==> config.mk <==
export PLATFORM = sky130hd
export DESIGN_NAME = irq_aggregator
export DESIGN_NICKNAME = d
export VERILOG_FILES = /design/src/rtl/irq_agg_pkg.sv /design/src/rtl/irq_status_bank.sv /design/src/rtl/irq_out_fsm.sv /design/src/rtl/irq_aggregator.sv
export SDC_FILE = /design/constraint.sdc
export NUM_CORES = 1
export LEC_CHECK = 0
export CAP_MARGIN = 20
export CORE_UTILIZATION = 46
export CTS_CLUSTER_DIAMETER = 60
export CTS_CLUSTER_SIZE = 24
export DETAILED_ROUTE_END_ITERATION = 10
export PLACE_DENSITY = 0.78
export SLEW_MARGIN = 20
export SYNTH_ARGS = -nofsm -noshare
export SYNTH_HDL_FRONTEND = slang
export SYNTH_SLANG_ARGS = --single-unit
==> constraint.sdc <==
create_clock -name clk -period 4.92 [get_ports clk]
set_input_delay 0.738 -clock clk [delete_from_list [all_inputs] [get_ports clk]]
set_output_delay 0.738 -clock clk [all_outputs]
set_load 0.005 [all_outputs]
==> src/rtl/irq_agg_pkg.sv <==
package irq_agg_pkg;

    localparam int REG_W       = 32;
    localparam int GLB_W       = 5;
    localparam int SRC_GLB_BIT = 31;

    // global status layout: 4 timer, 3 empty, 2 error, 1 bus response error
    localparam logic [GLB_W-1:0] GLB_VALID      = 5'b11110;
    localparam logic [GLB_W-1:0] GLB_EN_DEFAULT = 5'b00110;

    // word addresses
    localparam int OFS_GSTAT   = 0;
    localparam int OFS_GEN     = 1;
    localparam int OFS_GCLR    = 2;
    localparam int OFS_SRC     = 3;
    localparam int OFS_MASK    = 4;
    localparam int PIPE_BASE   = 16;
    localparam int PIPE_STRIDE = 4;
    localparam int POFS_STAT   = 0;
    localparam int POFS_EN     = 1;
    localparam int POFS_CLR    = 2;

    typedef enum logic {
        IRQ_QUIET,
        IRQ_RAISED
    } irq_state_e;

endpackage

==> src/rtl/irq_status_bank.sv <==
module irq_status_bank #(
    parameter int             W      = 6,
    parameter logic [W-1:0]   VALID  = '1,
    parameter logic [W-1:0]   EN_RST = '0
) (
    input  logic         clk,
    input  logic         rst_n,
    input  logic [W-1:0] evt_i,
    input  logic         en_we_i,
    input  logic         clr_we_i,
    input  logic [W-1:0] wdata_i,
    output logic [W-1:0] stat_o,
    output logic [W-1:0] en_o,
    output logic         pend_o
);

    logic [W-1:0] stat_q;
    logic [W-1:0] en_q;
    logic [W-1:0] kept;

    // clear first, then OR the new events so a same-cycle event survives
    always_comb begin
        kept = clr_we_i ? (stat_q & ~wdata_i) : stat_q;
    end

    always_ff @(posedge clk) begin
        if (!rst_n) begin
            stat_q <= '0;
            en_q   <= EN_RST & VALID;
        end else begin
            stat_q <= (kept | evt_i) & VALID;
            if (en_we_i) begin
                en_q <= wdata_i & VALID;
            end
        end
    end

    assign stat_o = stat_q;
    assign en_o   = en_q;
    assign pend_o = |(stat_q & en_q);

endmodule

==> src/rtl/irq_out_fsm.sv <==
module irq_out_fsm
    import irq_agg_pkg::*;
(
    input  logic clk,
    input  logic rst_n,
    input  logic hit_i,
    output logic irq_o
);

    irq_state_e state_q;
    irq_state_e state_d;

    always_ff @(posedge clk) begin
        if (!rst_n) begin
            state_q <= IRQ_QUIET;
        end else begin
            state_q <= state_d;
        end
    end

    always_comb begin
        state_d = state_q;
        unique case (state_q)
            IRQ_QUIET:  if (hit_i)  state_d = IRQ_RAISED;  // RAISE
            IRQ_RAISED: if (!hit_i) state_d = IRQ_QUIET;   // DROP
            default:    state_d = IRQ_QUIET;
        endcase
    end

    always_comb begin
        irq_o = (state_q == IRQ_RAISED);
    end

endmodule

==> src/rtl/irq_aggregator.sv <==
module irq_aggregator
    import irq_agg_pkg::*;
#(
    parameter int NPIPE  = 4,
    parameter int PEV_W  = 6,
    parameter int ADDR_W = 8
) (
    input  logic                   clk,
    input  logic                   rst_n,
    input  logic [NPIPE*PEV_W-1:0] pipe_evt_i,
    input  logic [GLB_W-1:0]       glb_evt_i,
    input  logic                   reg_we_i,
    input  logic [ADDR_W-1:0]      reg_addr_i,
    input  logic [REG_W-1:0]       reg_wdata_i,
    output logic [REG_W-1:0]       reg_rdata_o,
    output logic                   irq_o
);

    localparam logic [REG_W-1:0] MASK_VALID =
        (REG_W'(1) << SRC_GLB_BIT) | ((REG_W'(1) << NPIPE) - REG_W'(1));

    function automatic logic [ADDR_W-1:0] glb_addr(input int ofs);
        return ADDR_W'(ofs);
    endfunction

    function automatic logic [ADDR_W-1:0] pipe_addr(input int p, input int ofs);
        return ADDR_W'(PIPE_BASE + PIPE_STRIDE * p + ofs);
    endfunction

    logic [GLB_W-1:0] glb_stat;
    logic [GLB_W-1:0] glb_en;
    logic             glb_pend;
    logic [PEV_W-1:0] pipe_stat [NPIPE];
    logic [PEV_W-1:0] pipe_en   [NPIPE];
    logic [NPIPE-1:0] pipe_pend;
    logic [REG_W-1:0] src_word;
    logic [REG_W-1:0] mask_q;
    logic             masked_hit;

    // global bank
    irq_status_bank #(
        .W      (GLB_W),
        .VALID  (GLB_VALID),
        .EN_RST (GLB_EN_DEFAULT)
    ) u_glb (
        .clk      (clk),
        .rst_n    (rst_n),
        .evt_i    (glb_evt_i),
        .en_we_i  (reg_we_i && reg_addr_i == glb_addr(OFS_GEN)),
        .clr_we_i (reg_we_i && reg_addr_i == glb_addr(OFS_GCLR)),
        .wdata_i  (reg_wdata_i[GLB_W-1:0]),
        .stat_o   (glb_stat),
        .en_o     (glb_en),
        .pend_o   (glb_pend)
    );

    // one bank per pipe
    for (genvar p = 0; p < NPIPE; p++) begin : g_pipe
        irq_status_bank #(
            .W      (PEV_W),
            .VALID  ({PEV_W{1'b1}}),
            .EN_RST ({PEV_W{1'b0}})
        ) u_bank (
            .clk      (clk),
            .rst_n    (rst_n),
            .evt_i    (pipe_evt_i[p*PEV_W +: PEV_W]),
            .en_we_i  (reg_we_i && reg_addr_i == pipe_addr(p, POFS_EN)),
            .clr_we_i (reg_we_i && reg_addr_i == pipe_addr(p, POFS_CLR)),
            .wdata_i  (reg_wdata_i[PEV_W-1:0]),
            .stat_o   (pipe_stat[p]),
            .en_o     (pipe_en[p]),
            .pend_o   (pipe_pend[p])
        );
    end

    // environment mask
    always_ff @(posedge clk) begin
        if (!rst_n) begin
            mask_q <= '0;
        end else if (reg_we_i && reg_addr_i == glb_addr(OFS_MASK)) begin
            mask_q <= reg_wdata_i & MASK_VALID;
        end
    end

    // source summary word
    always_comb begin
        src_word = '0;
        src_word[NPIPE-1:0]   = pipe_pend;
        src_word[SRC_GLB_BIT] = glb_pend;
    end

    assign masked_hit = |(src_word & mask_q);

    irq_out_fsm u_out (
        .clk   (clk),
        .rst_n (rst_n),
        .hit_i (masked_hit),
        .irq_o (irq_o)
    );

    // readback
    always_comb begin
        reg_rdata_o = '0;
        if (reg_addr_i == glb_addr(OFS_GSTAT)) reg_rdata_o = REG_W'(glb_stat);
        if (reg_addr_i == glb_addr(OFS_GEN))   reg_rdata_o = REG_W'(glb_en);
        if (reg_addr_i == glb_addr(OFS_SRC))   reg_rdata_o = src_word;
        if (reg_addr_i == glb_addr(OFS_MASK))  reg_rdata_o = mask_q;
        for (int p = 0; p < NPIPE; p++) begin
            if (reg_addr_i == pipe_addr(p, POFS_STAT)) reg_rdata_o = REG_W'(pipe_stat[p]);
            if (reg_addr_i == pipe_addr(p, POFS_EN))   reg_rdata_o = REG_W'(pipe_en[p]);
        end
    end

endmodule

Yosys cells after proc, flatten, opt, wreduce, memory -nomap -nowiden
Cells that the tools add are included. W data, S select, Z words.

Output and inout bits: 33. Flip-flop bits (word level): 63. Input bits: 72.

Mux-type cells: 18. Eq/ne operators: 16. Bitwise gates (word level): 18. Reduce and logical (&&, ||, !) cells: 18.

Operators with widths (count): $mux W32 (11); $eq A8 B5 Y1 const B (12); $and A6 B6 Y6 (8); $and A32 B32 Y32 (1); $reduce_or A32 Y1 (1); $mux W6 (4); $or A6 B6 Y6 (4); $reduce_or A6 Y1 (4); $eq A8 B2 Y1 const B (2); $logic_and A1 B1 Y1 (11); $and A5 B5 Y5 (2); $mux W5 (2); $eq A8 B1 Y1 const B (1); $eq A8 B3 Y1 const B (1); $logic_not A8 Y1 (1); $not A6 Y6 (1); $not A5 Y5 (1); $or A5 B5 Y5 (1); $reduce_or A5 Y1 (1); $mux W1 (1).

Depth between registers and ports, before layout
Gate-level depths: netlist of run 1.

Depth in word-level cells: 13. Depth in mapped cells: 6. Gate-level depth less buffers: 5.

By module
Synthesis of run 1 repeated with hierarchy kept, for this count alone.

Cell total of the unflattened synthesis: 388. Area, all modules: 3505.9 µm².

By module, submodules not included: irq_status_bank at g_pipe[0].u_bank ... (cells an instance 42, area an instance 471.7 µm², instances 4, seq. area each 240.2 µm²); irq_aggregator (cells an instance 183, area an instance 1267.5 µm², instances 1, seq. area each 100.1 µm²); irq_status_bank at u_glb (cells an instance 35, area an instance 325.3 µm², instances 1, seq. area each 160.2 µm²); irq_out_fsm (cells an instance 2, area an instance 26.3 µm², instances 1, seq. area each 20.0 µm²).

Worst setup path before layout of run 1
OpenSTA, ideal clock, no wires.

Path kind: input to output. From: in reg_addr_i[5]. To: out reg_rdata_o[1]. Stages on the path: 5. Data required time: 4.182 ns. Arrival: 2.034 ns. Path slack: 2.148 ns. Cells stage by stage: or3_1 > nor4_4 > a32o_1 > a211oi_1 > o21ai_0.

Longest elaborated chain between the ends: 13.

RTL lines: from (decl) (RTL line irq_aggregator.sv:13) `input logic [ADDR_W-1:0] reg_addr_i,`; $logic_not A8 Y1 (RTL line irq_aggregator.sv:104) `if (reg_addr_i == glb_addr(OFS_GSTAT)) reg_rdata_o = REG_W'(glb_stat);`; $mux W5 (RTL line irq_aggregator.sv:104); $mux W32 (RTL line irq_aggregator.sv:105) `if (reg_addr_i == glb_addr(OFS_GEN)) reg_rdata_o = REG_W'(glb_en);`; $mux W32 (RTL line irq_aggregator.sv:106) `if (reg_addr_i == glb_addr(OFS_SRC)) reg_rdata_o = src_word;`; $mux W32 (RTL line irq_aggregator.sv:107) `if (reg_addr_i == glb_addr(OFS_MASK)) reg_rdata_o = mask_q;`; $mux W32 (RTL line irq_aggregator.sv:109) `if (reg_addr_i == pipe_addr(p, POFS_STAT)) reg_rdata_o = REG_W'(pipe_stat[p]);`; $mux W32 (RTL line irq_aggregator.sv:110) `if (reg_addr_i == pipe_addr(p, POFS_EN)) reg_rdata_o = REG_W'(pipe_en[p]);`; $mux W32 (RTL line irq_aggregator.sv:109); $mux W32 (RTL line irq_aggregator.sv:110); $mux W32 (RTL line irq_aggregator.sv:109); $mux W32 (RTL line irq_aggregator.sv:110); $mux W32 (RTL line irq_aggregator.sv:109); $mux W32 (*) (RTL line irq_aggregator.sv:110); to (decl) (RTL line irq_aggregator.sv:15) `output logic [REG_W-1:0] reg_rdata_o,`.

Mark *: on every way between the ends. The rest lies on a longest branch, timed or not.

Worst setup path after layout of run 1
From: in reg_addr_i[4]. To: out reg_rdata_o[4].

The elaborated chain is that of the path after synthesis.

==> results.md, run 1 <==
- Clock Latency Late Sink: 0.34 ns
- RePlAce Congestion: 0.913
- Post-route minimum period: 4.21 ns
- Hold path cells: 2
- Longest Clk Path Bufs: 2
- Delay-heaviest family, CP: buffers and inverters
- Final HPWL DP: 7010 um
- Hold_buf cts: 0
- Die ar.: 7970 um^2
- Most frequent cell after synthesis: dfxtp_1
- Seq pwr share: 47.8%
- Ranking of synthesized cells by area: dfxtp_1, a21boi_0, mux2i_1
- Yosys cell types: 49
- CP max-delay cell: clkdlybuf4s50_1
- Area grow syn2layout: 20.4%
- WHS: 0.494 ns
- Sw power: 0.000273 W
- Num ports: 105
- Overall routed net length: 9520 um
- Setup bufs post-CTS: 0
- Grt total ovfl: 0
- Post-synthesis register bit count: 62
- Core Area: 7290 um^2
- Setup_tns: 0 ns
- Final setup violation count: 0
- Worst Path Arrival: 3.47 ns
- Initial DRT Pass Iterations: 5
- CP cell instances: clkdlybuf4s50_1 -> nor4b_4 -> nand2_1 -> o32ai_1 -> a31oi_1 -> o2bb2ai_1 -> clkdlybuf4s50_1
- CTS Sinks: 62
- Largest net degree at the start of global routing: 63
- CTS tree: built
- Flop-to-flop setup slack: 3.64 ns
- Lkg Pwr: 1.53 nW
- Number of max-cap violations: 0
- Maximum vdd drop: 0.179 mV
- # diodes: 0
- Area of placed instances: 4030 um^2
- DRC violations left: 0
- Fin crit share: 85.5%
- PortBufs: 53
- Initial Utilization: 48.1%
- Startpoint types: input port
- Mean Syn Cell Area: 8.64 um^2
- Root buffer cell: clkbuf_8
- Critical Path RT: 4.18 ns
- Cells on worst reg2reg path: 4
- Post-synth top area cell: dfxtp_1
- Die Wd: 89.3 um
- Cts bufs inserted: 9
- Hold WC Path Type: flip-flop to flip-flop
- Syn Inst Count: 406
- Die height: 89.3 um
- Initial antenna violation count: 0
- Crit Path Max Fanout: 9
- Synth top area share: 35.4%
- Worst setup EP type: output port
- H-tree depth: 3
- Multi-input logic area: 2070 um^2
- FF-to-FF Start: g_pipe[3].u_bank.stat_o[4]
- Sequential fraction of the synthesis area: 35.4%
- Finished Cell Area: 4220 um^2
- Final number of hold-violating endpoints: 0
- # fillers: 705
- Sw Ratio: 24.4%
- ANT nets after route: 0
- Clk slew on worst S/H paths: 0.06 ns
- Clock Power Share: 39.7%
- Most common library cells after synthesis: dfxtp_1, nand2_1, a21boi_0, nor2b_1, buf_4
- Critical path type: input port to output port
- Post-Syn Area: 3510 um^2
- Share of layout cells above drive strength 1: 8.32%
- Combinational share of power: 12.6%
- Unrepaired setup endpoints after global routing: no
- Most used cell, CP: clkdlybuf4s50_1
- Total GRT Usage: 25.7%
- Post-CTS sizing: 0
- Hold Path Origin: mask_q[31]
- Worst Hold Path EP: mask_q[31]
- Ys async rst share: 0%
- Status: complete, no violations
- Worst-margin pin slew: 0.639 ns
- PD cells: 265 nW/um^2
- Worst flop-to-flop path endpoint: u_out.irq_o
- Avg WL per Cell: 17.1 um
- Max_slew headroom: 57.2%
- EDFF count, synth: 0
- Worst Skew: 0.00573 ns
- 1st-iter DRT viols: 269
- First-pass GRT wire length: 15000 um
- Internal power: 0.000846 W
- Buffers plus inverters on the worst setup path: 2
- Vias in the first global route: 2939
- Max incr delay on CP: 0.64 ns
- Ys flop type: dfxtp_1
- Vias post-DR: 3186
- Rows: 31
- Finished Core Util: 57.9%
- Fmax: 238 MHz
- Max-slew violations: 0
- Nets: 526
- Syn. warnings: 0
- Avg Vias per Cell: 5.73
- Storage cell area: 1240 um^2
placed cells by master, fill, tap and decap left out, drive strengths merged, types with 2 or more instances in the layout:
| master | n |
|---|---|
| buf | 7 |
| a31oi | 3 |
| a21boi | 34 |
| o22ai | 4 |
| nor4 | 3 |
| nor3 | 7 |
| o32ai | 3 |
| dfxtp | 62 |
| nand4 | 2 |
| mux2i | 23 |
| or2 | 3 |
| nor2b | 32 |
| nand3b | 2 |
| nand2b | 2 |
| a211oi | 2 |
| nand2 | 47 |
| o21a | 17 |
| nor2 | 12 |
| clkbuf | 13 |
| or3 | 2 |
| a22oi | 17 |
| mux2 | 7 |
| conb | 25 |
| o2bb2ai | 2 |
| inv | 3 |
| nand3 | 12 |
| a221oi | 2 |
| a21oi | 20 |
| a22o | 2 |
| a21o | 2 |
| clkdlybuf4s50 | 53 |
| mux4 | 2 |
| o21ai | 18 |
flip-flops by register name, indices dropped and copies added, names as in the netlist:
name,cells
u_out.irq_o,1
u_glb.stat_o,4
g_pipe.u_bank.stat_o,24
u_glb.en_o,4
g_pipe.u_bank.en_o,24
mask_q,5
routing by layer:
metal | GRT usage [%] | part of all wire, %
met3 | 4.71 | 6.8
met5 | 0 | 0
met1 | 35.8 | 47
met4 | 11.1 | 2.7
met2 | 38.9 | 44
logic make-up (layout without fill, tap and decap cells):
group / Yosys count / after routing / share of synthesized area [%]
buf+inv: 50 / 77 / 8.07
mux: 32 / 32 / 10.1
simple gates: 129 / 129 / 20.4
other cells: 1 / 25 / 0.107
compound gates: 132 / 132 / 25.9
flops: 62 / 62 / 35.4
layout make-up:
type                    instances  area share (%)
well taps                      99            2.94
multi-input cells             318            49.1
inverters                       3           0.267
clock inverters                 1           0.712
flip-flops and latches         62            29.4
repair buffers                 60            13.8
clock buffers                  13            3.77
worst min-delay path, cell delays in order, from the launching register on:
cell and delay, ns:
dfxtp_1 0.33, nand2_1 0.06, a21boi_0 0.06
per-stage QoR:
step	worst slack [ns]	power, W	cells
detailed placement	0.778	0.000684	542
global placement	0.754	0.000682	542
global route	0.570	0.00116	556
finish	0.712	0.00112	556
floorplan	2.15	0.000629	430
CTS	0.764	0.00112	556
how the worst max path moves through the flow:
stage          slack [ns]        endpoint          start  cells after the start
2_1_floorplan        2.15  reg_rdata_o[1]  reg_addr_i[5]                      5
3_3_place_gp         0.75  reg_rdata_o[1]  reg_addr_i[4]                      7
3_5_place_dp         0.78  reg_rdata_o[1]  reg_addr_i[4]                      7
4_1_cts              0.76  reg_rdata_o[4]  reg_addr_i[4]                      7
5_1_grt              0.57  reg_rdata_o[1]  reg_addr_i[4]                      7
6_report             0.71  reg_rdata_o[4]  reg_addr_i[4]                      7
power groups by stage:
stage / Combinational (W) / Sequential, W / Clock, W
5_1_grt: 0.000152 / 0.000536 / 0.000472
3_5_place_dp: 0.000139 / 0.000545 / 0
2_1_floorplan: 0.0000902 / 0.000539 / 0
6_report: 0.000141 / 0.000534 / 0.000444
3_3_place_gp: 0.000138 / 0.000544 / 0
4_1_cts: 0.000140 / 0.000534 / 0.000448
(Power assumes the default switching activity.)
==> run 2, diff against run 1 <==
- CORE_UTILIZATION: 46 -> 45
- PLACE_DENSITY: 0.78 -> 0.77
==> run 2 against run 1 <==
Effect of this change: die area rose by 2.2%; combinational power barely moved; first-iteration DRC count rose by 2.6%; sequential cell count did not move; global-route usage fell by 0.42 points; non-clock buffer count did not move; core utilization fell by 0.59 points; register-to-register slack got worse by 0.02 ns; cell area rose by 0.56%; setup slack improved by 0.013 ns; final cell count rose by 0.36%; critical path type unchanged; critical endpoint is now reg_rdata_o[1]; largest power group unchanged.
==> results.md, run 2 (same netlist as run 1, synthesis figures left out) <==
- Share of layout cells above drive strength 1: 9.15% (+0.84 points)
- Hold WC Path Type: flip-flop to flip-flop
- Status: complete, no violations
- Worst-margin pin slew: 0.612 ns (-0.0269 ns)
- Setup_tns: 0 ns (unchanged)
- Worst Skew: 0.00406 ns (-0.00167 ns)
- Startpoint types: input port
- Initial antenna violation count: 0 (unchanged)
- Grt total ovfl: 0 (unchanged)
- Fin crit share: 85.3% (-0.26 points)
- Crit Path Max Fanout: 7 (-2)
- FF-to-FF Start: g_pipe[3].u_bank.stat_o[5]
- Avg WL per Cell: 17.4 um (+1.9%)
- Maximum vdd drop: 0.157 mV (-12%)
- Clk slew on worst S/H paths: 0.06 ns (about the same)
- Lkg Pwr: 1.55 nW (+1.1%)
- CTS Sinks: 62 (unchanged)
- Die ar.: 8150 um^2 (+2.2%)
- Nets: 526 (unchanged)
- Avg Vias per Cell: 5.72 (-0.26%)
- First-pass GRT wire length: 15900 um (+6.3%)
- Final HPWL DP: 7030 um (+0.35%)
- Core Area: 7410 um^2 (+1.6%)
- Post-CTS sizing: 0 (unchanged)
- # diodes: 0 (unchanged)
- Cells on worst reg2reg path: 4 (unchanged)
- Commonest non-fill, non-tap cell in the layout: dfxtp_1
- Longest Clk Path Bufs: 2 (unchanged)
- Critical Path RT: 4.18 ns (about the same)
- Post-route minimum period: 4.19 ns (-0.0129 ns)
- Root buffer cell: clkbuf_8
- Vias post-DR: 3189 (+0.094%)
- Number of max-cap violations: 0 (unchanged)
- Rows: 31 (unchanged)
- Num ports: 105 (unchanged)
- Final number of hold-violating endpoints: 0 (unchanged)
- # fillers: 707 (+0.28%)
- Dpl ws: 0.770 ns (-0.00826 ns)
- RePlAce Congestion: 0.926 (+1.4%)
- Overall routed net length: 9740 um (+2.2%)
- Flop-to-flop setup slack: 3.62 ns (-0.02 ns)
- Cts bufs inserted: 9 (unchanged)
- Max_slew headroom: 58.9% (+1.7 points)
- CTS tree: built
- Worst flop-to-flop path endpoint: u_out.irq_o
- Critical path type: input port to output port
- Initial DRT Pass Iterations: 5 (unchanged)
- Most frequent cells in the layout: dfxtp_1, clkdlybuf4s50_1, nand2_1
- Hold path cells: 2 (unchanged)
- Max-slew violations: 0 (unchanged)
- Largest net degree at the start of global routing: 63 (unchanged)
- Hold Path Origin: mask_q[0]
- Pwr Total: 0.00116 W (+3.9%)
- ANT nets after route: 0 (unchanged)
- DRC violations left: 0 (unchanged)
- Area grow syn2layout: 21.1%
- Total GRT Usage: 25.3% (-0.42 points)
- Final setup violation count: 0 (unchanged)
- Worst Hold Path EP: mask_q[0]
- PnR worst setup slack: 0.725 ns (+0.0129 ns)
- Setup bufs post-CTS: 0 (unchanged)
- Die height: 90.3 um (+1.1%)
- Unrepaired setup endpoints after global routing: no
- 1st-iter DRT viols: 276 (+2.6%)
- Worst Path Arrival: 3.46 ns (about the same)
- Vias in the first global route: 3100 (+5.5%)
- Hold_buf cts: 0 (unchanged)
- PD cells: 274 nW/um^2 (+3.4%)
- Worst setup EP type: output port
- PortBufs: 53 (unchanged)
- H-tree depth: 3 (unchanged)
- Clock Latency Late Sink: 0.35 ns (about the same)
- Fmax: 238 MHz (+0.31%)
- Die Wd: 90.3 um (+1.1%)
- Initial Utilization: 47.3% (-0.76 points)
run 2: metrics by stage:
stage          hold slack, ns  instances  area, um^2  util (%)
6_report                0.499        558        4240      57.3
5_1_grt                 0.529        558        4240      57.3
4_1_cts                 0.497        558        4240      57.3
3_5_place_dp            0.486        542        4030      54.4
3_3_place_gp            0.473        542        4030      54.4
2_1_floorplan           0.455        430        3600         -
run 2: power breakdown:
part / switching, W / internal (W)
logic: 0.0000700 / 0.0000703
clock network: 0.000206 / 0.000282
registers: 0.0000156 / 0.000519
run 2: per-layer routing:
metal  wire, um  global-route usage [%]
met3        642                    4.71
met1       4660                    34.9
met5          0                       0
met2       4240                    38.9
met4        185                    10.1
run 2: critical path: stages:
cell and delay (ns):
clkdlybuf4s50_1 0.64, or4b_1 0.65, nor3_2 0.32, a21boi_0 0.25
a211oi_1 0.07, o21ai_0 0.24, clkdlybuf4s50_1 0.54
run 2: worst max path at each step:
stage | from | end | slack [ns]
2_1_floorplan | reg_addr_i[5] | reg_rdata_o[1] | 2.15
3_3_place_gp | reg_addr_i[4] | reg_rdata_o[1] | 0.81
3_5_place_dp | reg_addr_i[4] | reg_rdata_o[1] | 0.77
4_1_cts | reg_addr_i[4] | reg_rdata_o[1] | 0.75
5_1_grt | reg_addr_i[4] | reg_rdata_o[1] | 0.60
6_report | reg_addr_i[4] | reg_rdata_o[1] | 0.73
run 2: final cells by class:
| class | instances | area [um^2] | area share [%] |
|---|---|---|---|
| inverter | 3 | 11.3 | 0.265 |
| sequential | 62 | 1240 | 29.2 |
| clock buffer | 9 | 124 | 2.92 |
| timing repair buffer | 60 | 583 | 13.7 |
| clock inverter | 7 | 88.8 | 2.09 |
| tap | 99 | 124 | 2.92 |
| multi-input combinational | 318 | 2070 | 48.8 |
